[src/rtl/cpic_pkg.sv]
package cpic_pkg;
  localparam int LVL_RESET = 0;
  localparam int LVL_NMI   = 1;
  localparam int EXT_BASE  = 4;
  localparam int ADDR_W    = 2;

  typedef enum logic [ADDR_W-1:0] {
    REG_ENABLE  = 2'd0,
    REG_PENDING = 2'd1,
    REG_CLEAR   = 2'd2,
    REG_SPARE   = 2'd3
  } reg_sel_e;
endpackage

[src/rtl/cpic_edge_pend.sv]
module cpic_edge_pend #(
  parameter int N = 12
) (
  input  logic         clk,
  input  logic         rst,
  input  logic [N-1:0] lines_i,
  input  logic [N-1:0] clr_i,
  output logic [N-1:0] pend_o,
  output logic [N-1:0] pend_nxt_o
);
  logic [N-1:0] line_q;
  logic [N-1:0] rise;
  logic [N-1:0] pend_q;
  logic [N-1:0] pend_d;

  always_ff @(posedge clk) line_q <= lines_i;

  for (genvar k = 0; k < N; k++) begin : g_cell
    assign rise[k]   = lines_i[k] & ~line_q[k];
    assign pend_d[k] = (pend_q[k] & ~clr_i[k]) | rise[k];
    always_ff @(posedge clk) begin
      if (rst) pend_q[k] <= 1'b0;
      else     pend_q[k] <= pend_d[k];
    end
  end

  assign pend_o     = pend_q;
  assign pend_nxt_o = rst ? '0 : pend_d;

  assert_edge_wins_R7: assert property (@(posedge clk) disable iff (rst)
    (|rise) |=> ((pend_q & $past(rise)) == $past(rise)));

  assert_clear_drops_R6: assert property (@(posedge clk) disable iff (rst)
    (|(clr_i & ~rise)) |=> ((pend_q & $past(clr_i & ~rise)) == '0));
endmodule

[src/rtl/cpic_prio_enc.sv]
module cpic_prio_enc #(
  parameter int N = 12,
  localparam int IW = (N > 1) ? $clog2(N) : 1
) (
  input  logic [N-1:0]  req_i,
  output logic          valid_o,
  output logic [IW-1:0] idx_o
);
  always_comb begin
    valid_o = 1'b0;
    idx_o   = '0;
    for (int i = N - 1; i >= 0; i--) begin
      if (req_i[i]) begin
        valid_o = 1'b1;
        idx_o   = IW'(i);
      end
    end
  end

  always_comb begin
    if (valid_o) begin
      assert_winner_lowest_R3: assert (req_i[idx_o] &&
        ((req_i & ((N'(1) << idx_o) - N'(1))) == '0));
    end
  end
endmodule

[src/rtl/cpic_regs.sv]
module cpic_regs import cpic_pkg::*; #(
  parameter int NUM_LEVELS = 16,
  localparam int N_EXT = NUM_LEVELS - EXT_BASE
) (
  input  logic                  clk,
  input  logic                  rst,
  input  logic [ADDR_W-1:0]     addr_i,
  input  logic                  wr_i,
  input  logic [NUM_LEVELS-1:0] wdata_i,
  input  logic [N_EXT-1:0]      pend_ext_i,
  input  logic                  nmi_pend_i,
  output logic [N_EXT-1:0]      en_o,
  output logic                  gie_o,
  output logic [N_EXT-1:0]      en_nxt_o,
  output logic                  gie_nxt_o,
  output logic [N_EXT-1:0]      sw_clr_o,
  output logic [NUM_LEVELS-1:0] rdata_o
);
  logic [N_EXT-1:0]      en_q;
  logic                  gie_q;
  logic [NUM_LEVELS-1:0] rd_d;
  logic [NUM_LEVELS-1:0] rd_q;
  reg_sel_e              sel;

  assign sel = reg_sel_e'(addr_i);

  always_comb begin
    en_nxt_o  = en_q;
    gie_nxt_o = gie_q;
    sw_clr_o  = '0;
    if (wr_i) begin
      case (sel)
        REG_ENABLE: begin
          en_nxt_o  = wdata_i[NUM_LEVELS-1:EXT_BASE];
          gie_nxt_o = wdata_i[0];
        end
        REG_CLEAR: sw_clr_o = wdata_i[NUM_LEVELS-1:EXT_BASE];
        default: ;
      endcase
    end
  end

  always_comb begin
    rd_d = '0;
    case (sel)
      REG_ENABLE:  rd_d = {en_q, {(EXT_BASE-1){1'b0}}, gie_q};
      REG_PENDING: rd_d = {pend_ext_i, {(EXT_BASE-2){1'b0}}, nmi_pend_i, 1'b0};
      default:     rd_d = '0;
    endcase
  end

  always_ff @(posedge clk) begin
    if (rst) begin
      en_q  <= '0;
      gie_q <= 1'b0;
      rd_q  <= '0;
    end else begin
      en_q  <= en_nxt_o;
      gie_q <= gie_nxt_o;
      rd_q  <= rd_d;
    end
  end

  assign en_o    = en_q;
  assign gie_o   = gie_q;
  assign rdata_o = rd_q;

  assert_pending_rsvd_zero_R9: assert property (@(posedge clk) disable iff (rst)
    (sel == REG_PENDING) |=> (rdata_o[0] == 1'b0 && rdata_o[3:2] == 2'b00));
endmodule

[src/rtl/core_prio_intc.sv]
module core_prio_intc import cpic_pkg::*; #(
  parameter int NUM_LEVELS = 16
) (
  input  logic                          clk,
  input  logic                          rst,
  input  logic                          nmi_i,
  input  logic [NUM_LEVELS-EXT_BASE-1:0] irq_i,
  input  logic                          ack_i,
  input  logic [ADDR_W-1:0]             reg_addr_i,
  input  logic                          reg_wr_i,
  input  logic [NUM_LEVELS-1:0]         reg_wdata_i,
  output logic [NUM_LEVELS-1:0]         reg_rdata_o,
  output logic                          req_valid_o,
  output logic [$clog2(NUM_LEVELS)-1:0] req_level_o
);
  localparam int N_EXT = NUM_LEVELS - EXT_BASE;
  localparam int LVL_W = $clog2(NUM_LEVELS);
  localparam int IDX_W = (N_EXT > 1) ? $clog2(N_EXT) : 1;

  logic [N_EXT-1:0] pend_ext_q, pend_ext_nxt;
  logic [N_EXT-1:0] en_q, en_nxt, sw_clr, ack_ext, ext_clr, eligible;
  logic             gie_q, gie_nxt;
  logic             nmi_pend_q, nmi_pend_nxt, ack_nmi, ack_hit;
  logic             win_valid;
  logic [IDX_W-1:0] win_idx;
  logic             valid_q;
  logic [LVL_W-1:0] level_q;

  assign ack_hit = ack_i & valid_q;
  assign ack_nmi = ack_hit && (level_q == LVL_W'(LVL_NMI));

  for (genvar k = 0; k < N_EXT; k++) begin : g_ack
    assign ack_ext[k] = ack_hit && (level_q == LVL_W'(EXT_BASE + k));
  end

  assign ext_clr = sw_clr | ack_ext;

  cpic_edge_pend #(.N(N_EXT)) u_ext_pend (
    .clk(clk), .rst(rst), .lines_i(irq_i), .clr_i(ext_clr),
    .pend_o(pend_ext_q), .pend_nxt_o(pend_ext_nxt)
  );

  cpic_edge_pend #(.N(1)) u_nmi_pend (
    .clk(clk), .rst(rst), .lines_i(nmi_i), .clr_i(ack_nmi),
    .pend_o(nmi_pend_q), .pend_nxt_o(nmi_pend_nxt)
  );

  cpic_regs #(.NUM_LEVELS(NUM_LEVELS)) u_regs (
    .clk(clk), .rst(rst), .addr_i(reg_addr_i), .wr_i(reg_wr_i),
    .wdata_i(reg_wdata_i), .pend_ext_i(pend_ext_q), .nmi_pend_i(nmi_pend_q),
    .en_o(en_q), .gie_o(gie_q), .en_nxt_o(en_nxt), .gie_nxt_o(gie_nxt),
    .sw_clr_o(sw_clr), .rdata_o(reg_rdata_o)
  );

  assign eligible = pend_ext_nxt & en_nxt & {N_EXT{gie_nxt}};

  cpic_prio_enc #(.N(N_EXT)) u_enc (
    .req_i(eligible), .valid_o(win_valid), .idx_o(win_idx)
  );

  always_ff @(posedge clk) begin
    if (rst) begin
      valid_q <= 1'b1;
      level_q <= LVL_W'(LVL_RESET);
    end else if (nmi_pend_nxt) begin
      valid_q <= 1'b1;
      level_q <= LVL_W'(LVL_NMI);
    end else begin
      valid_q <= win_valid;
      level_q <= LVL_W'(EXT_BASE) + LVL_W'(win_idx);
    end
  end

  assign req_valid_o = valid_q;
  assign req_level_o = level_q;

  assert_reset_level0_R1: assert property (@(posedge clk)
    rst |=> (req_valid_o && req_level_o == LVL_W'(LVL_RESET)));

  assert_no_reserved_R9: assert property (@(posedge clk) disable iff (rst)
    req_valid_o |-> (req_level_o != 2 && req_level_o != 3));

  assert_nmi_first_R5: assert property (@(posedge clk) disable iff (rst)
    nmi_pend_q |-> (req_valid_o && req_level_o == LVL_W'(LVL_NMI)));

  assert_masked_not_shown_R4: assert property (@(posedge clk) disable iff (rst)
    (req_valid_o && req_level_o >= LVL_W'(EXT_BASE)) |->
      (gie_q && en_q[IDX_W'(req_level_o - LVL_W'(EXT_BASE))] &&
       pend_ext_q[IDX_W'(req_level_o - LVL_W'(EXT_BASE))]));
endmodule

[config.mk]
export PLATFORM = sky130hd
export DESIGN_NAME = core_prio_intc
export DESIGN_NICKNAME = d
export VERILOG_FILES = /design/src/rtl/cpic_pkg.sv /design/src/rtl/cpic_edge_pend.sv /design/src/rtl/cpic_prio_enc.sv /design/src/rtl/cpic_regs.sv /design/src/rtl/core_prio_intc.sv
export SDC_FILE = /design/constraint.sdc
export NUM_CORES = 1
export LEC_CHECK = 0
export ABC_AREA = 1
export BUFFER_PORTS_ARGS = -buffer_cell sky130_fd_sc_hd__buf_2
export CAP_MARGIN = 20
export CORE_ASPECT_RATIO = 0.75
export CORE_MARGIN = 5
export CORE_UTILIZATION = 48
export DETAILED_ROUTE_END_ITERATION = 10
export PLACE_DENSITY = 0.86
export SYNTH_ARGS = -nofsm -noshare
export SYNTH_HDL_FRONTEND = slang
export SYNTH_SLANG_ARGS = --single-unit
[constraint.sdc]
create_clock -name clk -period 1.55 [get_ports clk]
set_input_delay 0.31 -clock clk [delete_from_list [all_inputs] [get_ports clk]]
set_output_delay 0.31 -clock clk [all_outputs]
set_load 0.02 [all_outputs]
==> results.cfg, run 1 <==
[worst_setup_path]
arrival_ps = 2030
timing.critical_path.to_type = register
cpMaxStageDelayCell = dfxtp_4
cp_cell_sequence = inv_4 > nor3_2 > buf_4 > buf_4 > nand2_1 > a32o_1 > nand3_2 > nand2_2 > nor4_2 > nand2_1
crit_fanout = 4
timing.critical_path.from = req_level_o[0]$_SDFF_PP0_
crit_required_ps = 1780
crit_path_end = req_valid_o$_SDFF_PP1_
worstRegToRegCells = 10
cp-start-kind = register
r2r-start = req_level_o[0]$_SDFF_PP0_
rrSetupSlack_ps = -240
crit_type = register to register
max_stage_delay_ps = 390
r2r_end = req_valid_o$_SDFF_PP1_

[sta]
post-route-min-period_ps = 1790
max_freq_mhz = 558
fin_ws_ps = -242
hold_viol = 0
setup_viol = 5
fin_worst_skew_ps = 10.0
maxSlewViolCount = 0
rsz0062_at_grt = true
fin_crit_sh = 1.16

[power]
ir_worst_vdd_uv = 721
power.density_nw_per_um2 = 1050
p_leak_uw = 0.00161

[placement]
placed_area_um2 = 2960
io_buffers = 50
dp_hpwl_mm = 4.71
place.gp.congestion = 0.838
place_inst = 464

[cts]
cts_tree = yes
numCtsBuffers = 9
cts_sinks = 58
hold_buffers = 0
htreeDepth = 3
cts.clk_slew.worst_paths_ps = 70
cts-root-buf = clkbuf_8
clk_latency_ps = 350
clock_path_buffers = 2

[global_routing]
track_usage = 0.219
grt_pass1_wl_mm = 11.0
grt_max_degree = 24
grt.overflow.total = 0
antenna_found_initial = 0
grt_pass1_vias = 2417

[synthesis]
synth_top_cell_area_share = 0.479
synth.avg_cell_area_um2 = 7.32
yosysTopAreaCell = dfxtp_1
syn-cell-area_um2 = 2420
yosysSeqAreaShare = 0.479
ys_ff_latch = 58
synthCells = 331
yosysWarnings = 0
ys_top_cells_by_area = dfxtp_1, nand2_1, inv_1
synth.distinct_cells = 32

[final_layout]
final_cells = 486
seqCellArea_um2 = 1170
fin_nets = 456
antenna_cells = 0
nFillCells = 371
fin_area_um2 = 3400
final_common_cell = nand2_1
final_cell_mix = nand2_1, dfxtp_1, buf_2, inv_1, buf_4
multi_input_area_um2 = 1180
drive_gt1_frac = 0.373
syn_to_final_growth_pct = 40.3

[job]
maxCapViolCount = 0

[route]
detail-route-antenna-nets = 0
drt_pass1_iterations = 5
first_iter_violations = 265
wl_mm = 7.30
viasPerCell = 5.25
num_vias = 2553
routedWlPerCell_um = 15.0
drc_errors = 0

[die]
chipHeight_um = 71.5
dieArea_um2 = 6580
num_rows = 22
ioPinCount = 56
core_um2 = 4900
die_width_um = 92.0
initial_core_util = 0.494

[hold_path]
min_path_type = input pin to register

[outcome]
status = complete, but fails checks
violations = negative setup slack
## synthesized netlist by cell type (all sizes together)
master  instances
nor4            2
inv            49
dfxtp          58
buf             7
a211oi          1
a32o            2
nor2           33
or2             1
o21ai          24
conb            1
nand3          31
a31oi           1
a21oi          12
o31ai           2
clkbuf          5
nor3            4
o21a            1
nand3b          3
a32oi           1
nand2          93
## worst max-delay path: cells and delay by family, from the launching register on
family	cells	cell delay (ps)
flip-flops	1	390
AND/OR/NAND/NOR	6	700
AO/OA/AOI/OAI	1	250
buffers and inverters	3	340
## how the worst min path moves through the flow
| stage | slack [ps] | cells after the start | startpoint | to |
|---|---|---|---|---|
| after floorplan | 340 | 0 | irq_i[0] | u_ext_pend.line_q[0]$_DFF_P_ |
| after detailed placement | 430 | 1 | irq_i[2] | u_ext_pend.line_q[2]$_DFF_P_ |
| after global placement | 430 | 1 | irq_i[4] | u_ext_pend.line_q[4]$_DFF_P_ |
| after global routing | 50 | 1 | irq_i[2] | u_ext_pend.line_q[2]$_DFF_P_ |
| after CTS | 70 | 1 | irq_i[6] | u_ext_pend.line_q[6]$_DFF_P_ |
| final | 70 | 1 | irq_i[11] | u_ext_pend.line_q[11]$_DFF_P_ |
## routing by layer
layer  routed length, µm  GRT usage
met1                2830      0.240
met2                3480      0.371
met3                 762     0.0944
met4                 225     0.0988
met5                   0          0
## final cells by class
cell class	instances	area share
Clock buffer	11	0.0416
Clock inverter	5	0.0228
Inverter	49	0.0548
Multi-Input combinational cell	213	0.348
Sequential cell	58	0.345
Tap cell	60	0.0221
Timing Repair Buffer	90	0.166
## kinds of logic (layout without fill, tap and decap cells)
group                  after synthesis  in the layout  synth area share
flip-flops                          58             58             0.479
buffers and inverters               61            155             0.104
other                                1              2           0.00155
AND/OR/NAND/NOR                    167            167             0.304
AO/OA/AOI/OAI                       44             44             0.111
## sequential cells by signal, summed over array words and instances (netlist names)
signal,count
u_nmi_pend.pend_o,1
u_nmi_pend.line_q,1
u_regs.gie_o,1
req_level_o,4
req_valid_o,1
u_regs.en_o,12
u_regs.rdata_o,14
u_ext_pend.line_q,12
u_ext_pend.pend_o,12
## power breakdown
part           switching (µW)  total, µW  internal [µW]
clock network             603       1550            943
logic                     261        437            176
registers                38.2       1600           1560
total                     902       3580           2680
## repair_timing
action | in CTS | in global routing
pin swaps | 11 | 5
endpoints found under the setup margin | 5 | 5
setup buffers | 3 | 4
gates resized for setup | 32 | 18
## stage by stage
step / util / TNS, ps / worst slack [ps] / power, µW / hold slack [ps]
4_1_cts: 0.676 / -219 / -50.5 / 3550 / 65.0
3_3_place_gp: 0.605 / -1340 / -279 / 1980 / 426
5_1_grt: 0.694 / -1430 / -353 / 3720 / 51.9
2_1_floorplan: - / -111 / -50.6 / 1830 / 338
3_5_place_dp: 0.605 / -1810 / -382 / 2000 / 429
6_report: 0.694 / -977 / -242 / 3580 / 69.8
No activity file was read; power rests on OpenSTA's default activity.
==> run 2: changes to the inputs <==
--- a/config.mk
+++ b/config.mk
@@ -10,9 +10,9 @@
 export CAP_MARGIN = 20
 export CORE_ASPECT_RATIO = 0.75
 export CORE_MARGIN = 5
-export CORE_UTILIZATION = 48
+export CORE_UTILIZATION = 53
 export DETAILED_ROUTE_END_ITERATION = 10
-export PLACE_DENSITY = 0.86
+export PLACE_DENSITY = 0.9
 export SYNTH_ARGS = -nofsm -noshare
 export SYNTH_HDL_FRONTEND = slang
 export SYNTH_SLANG_ARGS = --single-unit
==> constraint.sdc (replaced) <==
create_clock -name clk -period 2 [get_ports clk]
set_input_delay 0.4 -clock clk [delete_from_list [all_inputs] [get_ports clk]]
set_output_delay 0.4 -clock clk [all_outputs]
set_load 0.02 [all_outputs]
==> results.cfg, run 2 (synthesized netlist as in run 1, its figures left out) <==
[outcome]
status = finished clean

[global_routing]
grt_use_met3 = 0.0950
grt_max_degree = 31
grt.overflow.total = 0
track_usage = 0.230
antenna_found_initial = 0
grt_pass1_wl_mm = 10.2
grt_pass1_vias = 2203
gr-usage-met1 = 0.278
globalRoute.busiestLayer = met2
grt_use_met2 = 0.367

[power]
power.density_nw_per_um2 = 824
ir_worst_vdd_uv = 591
p_leak_uw = 0.00148
totalPowerFinal_uw = 2510

[placement]
dp_hpwl_mm = 4.52
place.gp.congestion = 0.852
post-place-ws_ps = -92.1
placed_area_um2 = 2830
io_buffers = 50

[sta]
max_freq_mhz = 527
maxSlewViolCount = 0
setup_viol = 0
fin_worst_skew_ps = 7.54
fin_crit_sh = 0.949
fin_ws_ps = 101
post-route-min-period_ps = 1900
hold_viol = 0
rsz0062_at_grt = true

[route]
detail-route-antenna-nets = 0
drc_errors = 0
wl_mm = 6.45
first_iter_violations = 201
drt_pass1_iterations = 5
num_vias = 2366
routedWlPerCell_um = 13.9
viasPerCell = 5.11

[final_layout]
syn_to_final_growth_pct = 25.8
antenna_cells = 0
fin_nets = 436
final_cell_mix = nand2_1, dfxtp_1, buf_2, inv_1, nand3_1
fin_area_um2 = 3050
largest_reg_flops = 14
drive_gt1_frac = 0.259
nFillCells = 370
final_common_cell = nand2_1
post-route-util = 0.686

[worst_setup_path]
crit_type = register to register
timing.critical_path.to_type = register
r2r-start = req_level_o[3]$_SDFF_PP0_
cp-start-kind = register
r2r_end = req_level_o[2]$_SDFF_PP0_
worstRegToRegCells = 9
arrival_ps = 2160
crit_required_ps = 2260
rrSetupSlack_ps = 100
crit_fanout = 4

[die]
core_um2 = 4440
num_rows = 21
ioPinCount = 56
chipHeight_um = 68.5
die_width_um = 88.1
initial_core_util = 0.546
dieArea_um2 = 6040

[cts]
clk_latency_ps = 340
cts_tree = yes
cts_sinks = 58
clock_path_buffers = 2
cts-root-buf = clkbuf_8
numCtsBuffers = 9
htreeDepth = 3
cts.clk_slew.worst_paths_ps = 70

[job]
maxCapViolCount = 0

[hold_path]
worstHoldStart = irq_i[8]
whs_path_depth = 1
min_path_type = input pin to register
worst_hold_path.endpoint = u_ext_pend.line_q[8]$_DFF_P_
run 2: final cells by class:
type / instances / area [µm²] / area share
timing repair buffer: 70 / 413 / 0.136
sequential: 58 / 1160 / 0.382
multi-input combinational: 213 / 1030 / 0.339
inverter: 49 / 184 / 0.0604
tap: 57 / 71.3 / 0.0234
clock inverter: 2 / 10.0 / 0.00329
clock buffer: 14 / 173 / 0.0567
run 2: worst max-delay path by stage:
stage	startpoint	endpoint	slack (ps)	cells after the start
floorplan	req_level_o[0]$_SDFF_PP0_	req_level_o[0]$_SDFF_PP0_	270	17
global placement	reg_addr_i[0]	req_level_o[0]$_SDFF_PP0_	40	16
detailed placement	reg_addr_i[0]	req_level_o[2]$_SDFF_PP0_	-90	11
CTS	req_level_o[0]$_SDFF_PP0_	req_level_o[0]$_SDFF_PP0_	80	18
global route	req_valid_o$_SDFF_PP1_	req_level_o[0]$_SDFF_PP0_	-80	18
finish	req_level_o[3]$_SDFF_PP0_	req_level_o[2]$_SDFF_PP0_	100	9
run 2: worst max-delay path, stage by stage (launching register included):
cell and delay, ps:
dfxtp_1 410, inv_1 80, nor2_1 250, nand2_1 130
a32o_1 250, nand3_1 150, nand2_1 140, nor2_1 230
nor3_2 70, nor3_2 100
run 2: metal layers:
layer	wire length (µm)	vias to the layer above
met3	794	17
met2	2910	124
li1	-	1176
met5	0	-
met1	2610	1049
met4	133	0
run 2: what timing repair did:
action / in CTS / in global routing
resized for setup: 0 / 8
setup endpoints to repair: 0 / 5
hold buffers: 0 / 0
setup buffers: 0 / 1
run 2: per-stage QoR:
step,TNS [ps],std cells,hold WS (ps)
final,0,463,171
after CTS,0,462,167
after global routing,-102,463,168
after floorplan,0,332,425
after global placement,0,446,442
after detailed placement,-283,446,438
run 2: where the power goes:
| group | switching, µW | internal, µW | leakage (µW) |
|---|---|---|---|
| clock network | 448 | 548 | 0.0000965 |
| logic | 176 | 107 | 0.000904 |
| registers | 23.9 | 1210 | 0.000478 |
| total | 648 | 1860 | 0.00148 |
==> run 3: changes to the inputs <==
--- a/config.mk
+++ b/config.mk
@@ -13,6 +13,7 @@
 export CORE_UTILIZATION = 53
 export DETAILED_ROUTE_END_ITERATION = 10
 export PLACE_DENSITY = 0.9
+export REMOVE_ABC_BUFFERS = 1
 export SYNTH_ARGS = -nofsm -noshare
 export SYNTH_HDL_FRONTEND = slang
 export SYNTH_SLANG_ARGS = --single-unit
==> results.cfg, run 3 (synthesized netlist as in run 1, its figures left out) <==
[die]
ioPinCount = 56
num_rows = 21
core_um2 = 4440
die_width_um = 88.1
chipHeight_um = 68.5
dieArea_um2 = 6040
initial_core_util = 0.546

[route]
drc_errors = 0
viasPerCell = 5.02
detail-route-antenna-nets = 0
routedWlPerCell_um = 13.0
first_iter_violations = 259
num_vias = 2288
drt_pass1_iterations = 4
wl_mm = 5.92

[placement]
place.gp.congestion = 0.884
place_inst = 440
io_buffers = 50
post-place-ws_ps = -12.8
dp_hpwl_mm = 4.38

[cts]
cts-root-buf = clkbuf_8
clk_latency_ps = 350
cts_sinks = 58
postCtsSetupBuffers = 0
cts_tree = yes
htreeDepth = 3
cts.clk_slew.worst_paths_ps = 70
hold_buffers = 0
cts.repair.resized = 0
clock_path_buffers = 2
numCtsBuffers = 9

[global_routing]
grt_use_met2 = 0.356
grt_max_degree = 24
grt_use_met3 = 0.0843
track_usage = 0.213
grt.overflow.total = 0
gr-usage-met1 = 0.251
grt_pass1_vias = 2182
globalRoute.busiestLayer = met2
grt_pass1_wl_mm = 9.50
antenna_found_initial = 0

[job]
maxCapViolCount = 0

[power]
ir_worst_vdd_uv = 503
p_leak_uw = 0.00144
power.density_nw_per_um2 = 843
totalPowerFinal_uw = 2510

[worst_setup_path]
crit_fanout = 4
cp-start-kind = register
cpMaxStageDelayCell = dfxtp_1
max_stage_delay_ps = 350
timing.critical_path.to_type = register
crit_top_cell = nand2_1
worstRegToRegCells = 17
cp_cell_sequence = nand2_1 > nor2_1 > nand2_1 > nand2_1 > a21oi_1 > nand3_1 > nand2_1 > nand2_1 > nand2_1 > nand2_1 > nand2_1 > nand2_1 > nand2_1 > nand2_1 > nand2_1 > nand2_1 > nand2_1
r2r-start = req_valid_o$_SDFF_PP1_
arrival_ps = 2040
crit_required_ps = 2240
rrSetupSlack_ps = 200
crit_type = register to register
r2r_end = req_level_o[0]$_SDFF_PP0_

[sta]
post-route-min-period_ps = 1800
fin_hold_ws_ps = 160
fin_crit_sh = 0.899
fin_ws_ps = 202
max_freq_mhz = 556
maxSlewViolCount = 0
fin_worst_skew_ps = 9.74
setup_viol = 0
hold_viol = 0
rsz0062_at_grt = false

[hold_path]
min_path_type = input pin to register
worst_hold_path.endpoint = u_ext_pend.line_q[9]$_DFF_P_
whs_path_depth = 1
worstHoldStart = irq_i[9]

[final_layout]
final_common_cell = nand2_1
syn_to_final_growth_pct = 23.0
fin_nets = 429
final_cells = 456
post-route-util = 0.671
antenna_cells = 0
drive_gt1_frac = 0.231
final_cell_mix = nand2_1, dfxtp_1, buf_2, inv_1, nor2_1
nFillCells = 383
largest_reg_flops = 14

[outcome]
status = finished clean
==> run 3: cell count changes in the layout (fill, tap and decap cells not counted), sizes merged <==
cell,before,now
buf,70,63
clkbuf,14,10
clkinv,2,4
bufinv,0,1
clkinvlp,0,1
==> run 3: worst max-delay path, delay by kind of cell (launching register included) <==
| kind | cells | cell delay (ps) |
|---|---|---|
| simple gates | 16 | 1250 |
| flops | 1 | 350 |
| compound gates | 1 | 90 |
==> run 3: worst max-delay path by stage <==
stage	startpoint	endpoint	slack [ps]
after floorplan	reg_addr_i[0]	req_level_o[0]$_SDFF_PP0_	120
after global placement	reg_addr_i[0]	req_level_o[0]$_SDFF_PP0_	50
after detailed placement	reg_addr_i[0]	req_level_o[0]$_SDFF_PP0_	-10
after CTS	req_valid_o$_SDFF_PP1_	req_valid_o$_SDFF_PP1_	180
after global routing	req_level_o[0]$_SDFF_PP0_	req_level_o[0]$_SDFF_PP0_	20
final	req_valid_o$_SDFF_PP1_	req_level_o[0]$_SDFF_PP0_	200
==> run 3: per-layer routing <==
metal,vias up,wire [µm]
met3,13,547
met1,1028,2450
met5,-,0
met4,0,113
li1,1162,-
met2,85,2810
==> run 3: power breakdown <==
group	leakage, µW	switching (µW)	internal (µW)
Combinational	0.000871	167	99.2
Sequential	0.000478	23.2	1210
Clock	0.0000958	449	565
Total	0.00144	639	1870
==> run 3: final cells by class <==
class,instances,area (µm²),share of cell area
inverter,49,184,0.0617
multi-input combinational,213,1020,0.341
clock inverter,6,57.6,0.0193
clock buffer,10,128,0.0428
timing repair buffer,63,360,0.121
sequential,58,1160,0.390
tap,57,71.3,0.0239
==> run 3: metrics by stage <==
| step | setup TNS (ps) | area (µm²) |
|---|---|---|
| floorplan | 0 | 2360 |
| global placement | 0 | 2790 |
| detailed placement | -18.3 | 2790 |
| CTS | 0 | 2970 |
| global route | 0 | 2980 |
| finish | 0 | 2980 |
